==> src/rtl/bco_pkg.sv <==
package bco_pkg;
  localparam int unsigned GRP_W    = 3;
  localparam int unsigned LAST_L4  = 3;
  localparam int unsigned LAST_L8  = 7;

  typedef enum logic {
    ORD_SEQ = 1'b0,
    ORD_XOR = 1'b1
  } ord_e;

  typedef struct packed {
    logic len8;
    ord_e ord;
  } burst_cfg_t;
endpackage

==> src/rtl/bco_seq_ctrl.sv <==
module bco_seq_ctrl
  import bco_pkg::*;
(
  input  logic             clk,
  input  logic             rst_n,
  input  logic             cmd_valid,
  output logic             cmd_ready,
  input  logic             len8,
  input  logic             beat_ready,
  output logic             beat_valid,
  output logic             beat_last,
  output logic             load,
  output logic [GRP_W-1:0] idx
);
  logic busy_q;
  logic [GRP_W-1:0] idx_q;
  logic [GRP_W-1:0] end_idx;

  assign end_idx    = len8 ? GRP_W'(LAST_L8) : GRP_W'(LAST_L4);
  assign beat_valid = busy_q;
  assign beat_last  = busy_q && (idx_q == end_idx);
  assign cmd_ready  = !busy_q || (beat_ready && beat_last);
  assign load       = cmd_valid && cmd_ready;
  assign idx        = idx_q;

  always_ff @(posedge clk) begin
    if (!rst_n) begin
      busy_q <= 1'b0;
      idx_q  <= '0;
    end else if (load) begin
      busy_q <= 1'b1;
      idx_q  <= '0;
    end else if (busy_q && beat_ready) begin
      if (beat_last) busy_q <= 1'b0;
      else           idx_q  <= idx_q + 1'b1;
    end
  end
endmodule

==> src/rtl/bco_addr_map.sv <==
module bco_addr_map
  import bco_pkg::*;
#(
  parameter int unsigned COL_W = 10
) (
  input  logic [COL_W-1:0] start_col,
  input  burst_cfg_t       cfg,
  input  logic [GRP_W-1:0] idx,
  output logic [COL_W-1:0] col
);
  logic [1:0] low2;
  logic       bit2;

  always_comb begin
    if (cfg.ord == ORD_XOR) low2 = start_col[1:0] ^ idx[1:0];
    else                    low2 = start_col[1:0] + idx[1:0];
    bit2 = start_col[2] ^ (cfg.len8 & idx[2]);
  end

  generate
    if (COL_W > GRP_W) begin : g_upper
      assign col = {start_col[COL_W-1:GRP_W], bit2, low2};
    end else begin : g_narrow
      assign col = {bit2, low2};
    end
  endgenerate
endmodule

==> src/rtl/bco_burst_order.sv <==
module bco_burst_order
  import bco_pkg::*;
#(
  parameter int unsigned COL_W = 10
) (
  input  logic             clk,
  input  logic             rst_n,
  input  logic             cmd_valid,
  output logic             cmd_ready,
  input  logic [COL_W-1:0] cmd_col,
  input  logic             cmd_len8,
  input  logic             cmd_ilv,
  output logic             beat_valid,
  input  logic             beat_ready,
  output logic [COL_W-1:0] beat_col,
  output logic             beat_last
);
  logic             load;
  logic [GRP_W-1:0] idx;
  logic [COL_W-1:0] start_q;
  burst_cfg_t       cfg_q;

  always_ff @(posedge clk) begin
    if (!rst_n) begin
      start_q <= '0;
      cfg_q   <= '{len8: 1'b0, ord: ORD_SEQ};
    end else if (load) begin
      start_q  <= cmd_col;
      cfg_q.len8 <= cmd_len8;
      cfg_q.ord  <= ord_e'(cmd_ilv);
    end
  end

  bco_seq_ctrl u_ctrl (
    .clk        (clk),
    .rst_n      (rst_n),
    .cmd_valid  (cmd_valid),
    .cmd_ready  (cmd_ready),
    .len8       (cfg_q.len8),
    .beat_ready (beat_ready),
    .beat_valid (beat_valid),
    .beat_last  (beat_last),
    .load       (load),
    .idx        (idx)
  );

  bco_addr_map #(.COL_W(COL_W)) u_map (
    .start_col (start_q),
    .cfg       (cfg_q),
    .idx       (idx),
    .col       (beat_col)
  );
endmodule

==> config.mk <==
export PLATFORM = sky130hd
export DESIGN_NAME = bco_burst_order
export DESIGN_NICKNAME = d
export VERILOG_FILES = /design/src/rtl/bco_pkg.sv /design/src/rtl/bco_seq_ctrl.sv /design/src/rtl/bco_addr_map.sv /design/src/rtl/bco_burst_order.sv
export SDC_FILE = /design/constraint.sdc
export NUM_CORES = 1
export LEC_CHECK = 0
export BUFFER_PORTS_ARGS = -buffer_cell sky130_fd_sc_hd__buf_2
export CORE_MARGIN = 2
export CORE_UTILIZATION = 48
export DETAILED_ROUTE_END_ITERATION = 16
export PLACE_DENSITY_LB_ADDON = 0.25
export RECOVER_POWER = 100
export SLEW_MARGIN = 20
export SYNTH_ARGS = -nofsm -noshare
export SYNTH_HDL_FRONTEND = slang
export SYNTH_SLANG_ARGS = --single-unit
==> constraint.sdc <==
create_clock -name clk -period 2.09 [get_ports clk]
set_input_delay 0.1045 -clock clk [delete_from_list [all_inputs] [get_ports clk]]
set_output_delay 0.1045 -clock clk [all_outputs]
set_load 0.01 [all_outputs]
### Yosys cells after proc, flatten, opt, wreduce, memory -nomap -nowiden

Cells that the tools add are included.

* bits in registers: 16
* input port bits: 16
* output and inout bits: 13
* word-level logic and storage cells: 29

* $add $sub $neg: 2
* equal/unequal tests: 1
* mux-type cells: 5
* bitwise operators: 5
* reduce and logical (&&, ||, !) cells: 11

Operator list (number)
* logical AND 1 bit: 4
* AND reduction 2 bit: 2
* nonzero test 2 bit: 2
* adder 3 x 1 -> 3 bit (second input constant): 1
* == test 3 bit: 1
* 2-to-1 mux 1 bit: 3
* 2-to-1 mux 3 bit: 1
* adder 2 bit: 1
* 2-to-1 mux 2 bit: 1
* inverter 1 bit: 2
* OR reduction 2 bit: 1
* XOR 2 bit: 1
* bitwise AND 1 bit: 1
* zero test 1 bit: 1
* logical OR 1 bit: 1
* XOR 1 bit: 1

### Longest topological paths before layout

* depth in word-level cells: 8
* mapped depth: 5
* depth with buffers taken out: 4

### Modules after synthesis

From an unflattened synthesis, not the netlist that was laid out.

* cells, all modules: 81
* area, all modules: 797.0 µm²

By module, submodules not included
* bco_burst_order: times used 1, cells each 38, area an instance 450.4 µm², sequential area each 240.2 µm²
* bco_seq_ctrl: times used 1, cells each 29, area an instance 237.7 µm², sequential area each 80.1 µm²
* bco_addr_map: times used 1, cells each 14, area an instance 108.9 µm², sequential area each 0.0 µm²

### Worst setup path before layout

No wires, ideal clock.

* path type: reg-to-reg
* start point: register u_ctrl.idx_q[2] (netlist: u_ctrl.idx[2])
* end point: register cfg_q[0] in the netlist's numbering
* library setup time: 0.072 ns
* arrival: 1.395 ns
* required time: 2.018 ns
* path slack: 0.623 ns
* stages on the path, launching flop included: 6
* buffers on the path: 1
* period minus slack after synthesis: 1.467 ns
* cell sequence: dfxtp_1 -> ha_1 -> nand3b_4 -> a21boi_4 -> buf_12 -> mux2i_1

* word-level cells in the longest chain between the ends: 5

RTL lines
* start, declared: line bco_seq_ctrl.sv:16 `logic [GRP_W-1:0] idx_q;`
* start signal, assigned: line bco_seq_ctrl.sv:35 `else idx_q <= idx_q + 1'b1;`
* == test 3 bit: line bco_seq_ctrl.sv:21 `assign beat_last = busy_q && (idx_q == end_idx);`
* logical AND 1 bit: line bco_seq_ctrl.sv:21
* logical AND 1 bit: line bco_seq_ctrl.sv:22 `assign cmd_ready = !busy_q || (beat_ready && beat_last);`
* logical OR 1 bit: line bco_seq_ctrl.sv:22
* logical AND 1 bit: line bco_seq_ctrl.sv:23 `assign load = cmd_valid && cmd_ready;`
* end signal, assigned: line bco_burst_order.sv:26 `cfg_q <= '{len8: 1'b0, ord: ORD_SEQ};`
* end, declared: line bco_burst_order.sv:21 `burst_cfg_t cfg_q;`

No other way between the ends.
A chain may end at the register's enable or synchronous reset.

### Final worst setup path

* start point: register u_ctrl.idx_q[2] (netlist: u_ctrl.idx[2])
* end point: register start_q[3]

* word-level cells in the longest chain between the ends: 5

RTL lines
* == test 3 bit: line bco_seq_ctrl.sv:21
* logical AND 1 bit: line bco_seq_ctrl.sv:21
* logical AND 1 bit: line bco_seq_ctrl.sv:22
* logical OR 1 bit: line bco_seq_ctrl.sv:22
* logical AND 1 bit: line bco_seq_ctrl.sv:23
* end signal, assigned: line bco_burst_order.sv:28 `start_q <= cmd_col;`
* end, declared: line bco_burst_order.sv:20 `logic [COL_W-1:0] start_q;`

No other way between the ends.

==> impl_metrics.env <==
export IMPL_antenna_diode_count=0
export IMPL_r2r_end="start_q[3]$_SDFFE_PN0P_"
export IMPL_finalMaxSlewViolations=0
export IMPL_dr_wl_met3_um=73
export IMPL_drive_gt1_frac=0.2018
export IMPL_finClkSkew_ns=0.006823
export IMPL_ant_nets=0
export IMPL_globalRouteOverflowTotal=0
export IMPL_cp_required_ns=2.30
export IMPL_dr_pass1_iters=4
export IMPL_worstHoldStart="cmd_valid"
export IMPL_fin_crit_ns=1.614
export IMPL_cp_start_kind="flip-flop"
export IMPL_die_width_um=45.82
export IMPL_worst_hold_path_endpoint="u_ctrl.beat_valid$_SDFFE_PN0P_"
export IMPL_path_class="reg2reg"
export IMPL_place_inst=123
export IMPL_regToRegSetupSlack_ns=0.48
export IMPL_final_nets=130
export IMPL_final_setup_viol_count=0
export IMPL_critical_path_slowest_cell="dfxtp_1"
export IMPL_r2r_start="u_ctrl.idx[2]$_SDFFE_PP0P_"
export IMPL_clock_root_buffer="clkbuf_4"
export IMPL_place_area_um2=917.1
export IMPL_wl_met1_um=633
export IMPL_yosys_warnings=0
export IMPL_drc_errors=0
export IMPL_power_total_uw=571.4
export IMPL_holdPathStages=3
export IMPL_place_hpwl_mm=1.021
export IMPL_cp_num_buf_inv=1
export IMPL_slowest_delay_ns=0.33
export IMPL_fmax_mhz=619.8
export IMPL_maxCapViolations=0
export IMPL_dieArea_um2=2099
export IMPL_crit_fanout=15
export IMPL_synth_avg_cell_area_um2=9.433
export IMPL_synth_seq_cells=16
export IMPL_cts_buffers=3
export IMPL_rows=15
export IMPL_min_period_over_period=0.7720
export IMPL_critPathTopFamily="flip-flops"
export IMPL_cts_tree="yes"
export IMPL_hold_ws_ns=0.05346
export IMPL_hold_viol=0
export IMPL_io_buffers=28
export IMPL_synth_distinct_cells=24
export IMPL_peakVddDrop_v=0.0003815
export IMPL_grt_pass1_vias=556
export IMPL_layout_commonest_cell="nand2_1"
export IMPL_dp_slack_ns=0.5607
export IMPL_vias=613
export IMPL_reg2reg_depth=5
export IMPL_place_gp_congestion=0.6929
export IMPL_antenna_found_initial=0
export IMPL_grt_pass1_wl_mm=2.325
export IMPL_coreArea_um2=1689
export IMPL_syn_area_um2=839.6
export IMPL_powerDensity_nw_per_um2=634.3
export IMPL_syn_num_nets=108
export IMPL_tns_ns=0
export IMPL_worst_slew_pin_slew_ns=0.3852
export IMPL_cts_sinks=16
export IMPL_routedWlPerCell_um=10.63
export IMPL_grt_total_usage=0.1535
export IMPL_worstPathArrival_ns=1.82
export IMPL_htree_num_levels=1
export IMPL_dr_first_iter_drc_count=4
export IMPL_post_cts_resized=0
export IMPL_hold_path_class="in2reg"
export IMPL_worst_slack_ns=0.4765
export IMPL_syn_inst=89
export IMPL_die_y_um=45.82
export IMPL_area_growth_synth_to_final_pct=7.303
export IMPL_wirelength_mm=1.340
export IMPL_insertion_delay_ns=0.28
export IMPL_postCtsHoldBufs=0
export IMPL_dr_max_layer_used="met4"
export IMPL_endpoint_kind="flip-flop"
export IMPL_cts_setup_buffers=0
export IMPL_ios=29
export IMPL_grt_max_degree=26
export IMPL_power_leakage_nw=0.4048
export IMPL_ys_seq_area_frac=0.3815
export IMPL_avgViaCountPerCell=4.865
export IMPL_final_cells=126
export IMPL_maxSlewHeadroom=0.7432
export IMPL_final_cell_mix="nand2_1 (25), dfxtp_1 (16), buf_2 (15), clkbuf_1 (13), mux2i_1 (12)"
export IMPL_clk_transition_reported_paths_ns=0.09
export IMPL_rsz0062_at_grt="no"
export IMPL_wl_met2_um=608
export IMPL_crit_chain="ha_1, nand3b_1, a21boi_4, buf_4, mux2i_1"
export IMPL_stdcell_area_um2=900.9
export IMPL_cts_buffer_depth=2
export IMPL_finish_utilization=0.5333
export IMPL_outcome="finished clean"
export IMPL_floorplan_initialDensity=0.4970
==> state kept, by name, summed over array words and instances (netlist names) <==
register,cells
start_q,10
u_ctrl.idx,3
cfg_q,2
u_ctrl.beat_valid,1
==> worst min-delay path: cells and delay by family <==
kind                   cells  cell delay, ns
AO/OA/AOI/OAI              1            0.04
AND/OR/NAND/NOR            1            0.07
buffers and inverters      1            0.09
==> cell families (layout without fill, tap and decap cells) <==
group	count (synthesis)	in the layout	synth area share
and+or+nand+nor	35	35	0.2057
DFF	16	16	0.3815
buffers and inverters	13	33	0.1133
adders and majority gates	3	3	0.04471
xor gates and xnor gates	4	4	0.04174
AOI/OAI and AO/OA	6	6	0.07004
muxes	12	12	0.1431
==> cell usage after synthesis <==
| cell type | count | area, um^2 |
|---|---|---|
| and2b_4 | 1 | 10.01 |
| xnor2_1 | 2 | 17.52 |
| or3_1 | 1 | 6.260 |
| nand2_1 | 25 | 93.84 |
| xor2_1 | 2 | 17.52 |
| nor3_1 | 1 | 5.000 |
| dfxtp_1 | 16 | 320.3 |
| buf_4 | 8 | 60.06 |
| clkbuf_1 | 3 | 11.26 |
| and2_1 | 1 | 6.260 |
| a21boi_4 | 1 | 18.77 |
| a21oi_1 | 1 | 5.000 |
| nand2_2 | 1 | 6.260 |
| a211oi_2 | 2 | 25.02 |
| nand3b_4 | 1 | 20.02 |
| inv_1 | 1 | 3.750 |
| or3b_1 | 1 | 8.760 |
| nor2_1 | 1 | 3.750 |
| nand4_1 | 1 | 6.260 |
| mux2i_1 | 12 | 120.1 |
| o21ai_0 | 2 | 10.01 |
| ha_1 | 3 | 37.54 |
| nor2b_1 | 1 | 6.260 |
| buf_12 | 1 | 20.02 |
==> report_power, final <==
part	internal (mW)	leakage, nW	switching, mW
logic	0.0405	0.260	0.0455
registers	0.322	0.131	0.0121
clock network	0.0668	0.0138	0.0849
total	0.429	0.405	0.142
==> routing by layer <==
| layer | up-vias | global-route usage |
|---|---|---|
| met4 | 0 | 0.08571 |
| met3 | 4 | 0.02778 |
| met2 | 19 | 0.2394 |
| met5 | - | 0 |
| li1 | 325 | - |
| met1 | 265 | 0.1981 |
==> final cells by class <==
class / instances / area [um^2]
fill: 181 / 788.3
timing repair buffer: 29 / 131.4
inverter: 1 / 3.754
sequential: 16 / 320.3
clock buffer: 3 / 22.52
multi-input combinational: 60 / 401.6
tap: 17 / 21.27
==> worst max path at each step <==
stage / from / to / slack, ns / depth (start not counted)
3_3_place_gp: u_ctrl.idx[2]$_SDFFE_PP0P_ / start_q[8]$_SDFFE_PN0P_ / 0.61 / 5
2_1_floorplan: u_ctrl.idx[2]$_SDFFE_PP0P_ / cfg_q[0]$_SDFFE_PN0P_ / 0.62 / 5
3_5_place_dp: u_ctrl.idx[2]$_SDFFE_PP0P_ / start_q[3]$_SDFFE_PN0P_ / 0.56 / 5
6_report: u_ctrl.idx[2]$_SDFFE_PP0P_ / start_q[3]$_SDFFE_PN0P_ / 0.48 / 5
4_1_cts: u_ctrl.idx[2]$_SDFFE_PP0P_ / start_q[3]$_SDFFE_PN0P_ / 0.54 / 5
5_1_grt: u_ctrl.idx[2]$_SDFFE_PP0P_ / cfg_q[0]$_SDFFE_PN0P_ / 0.36 / 5
No activity file was read; power rests on OpenSTA's default activity.
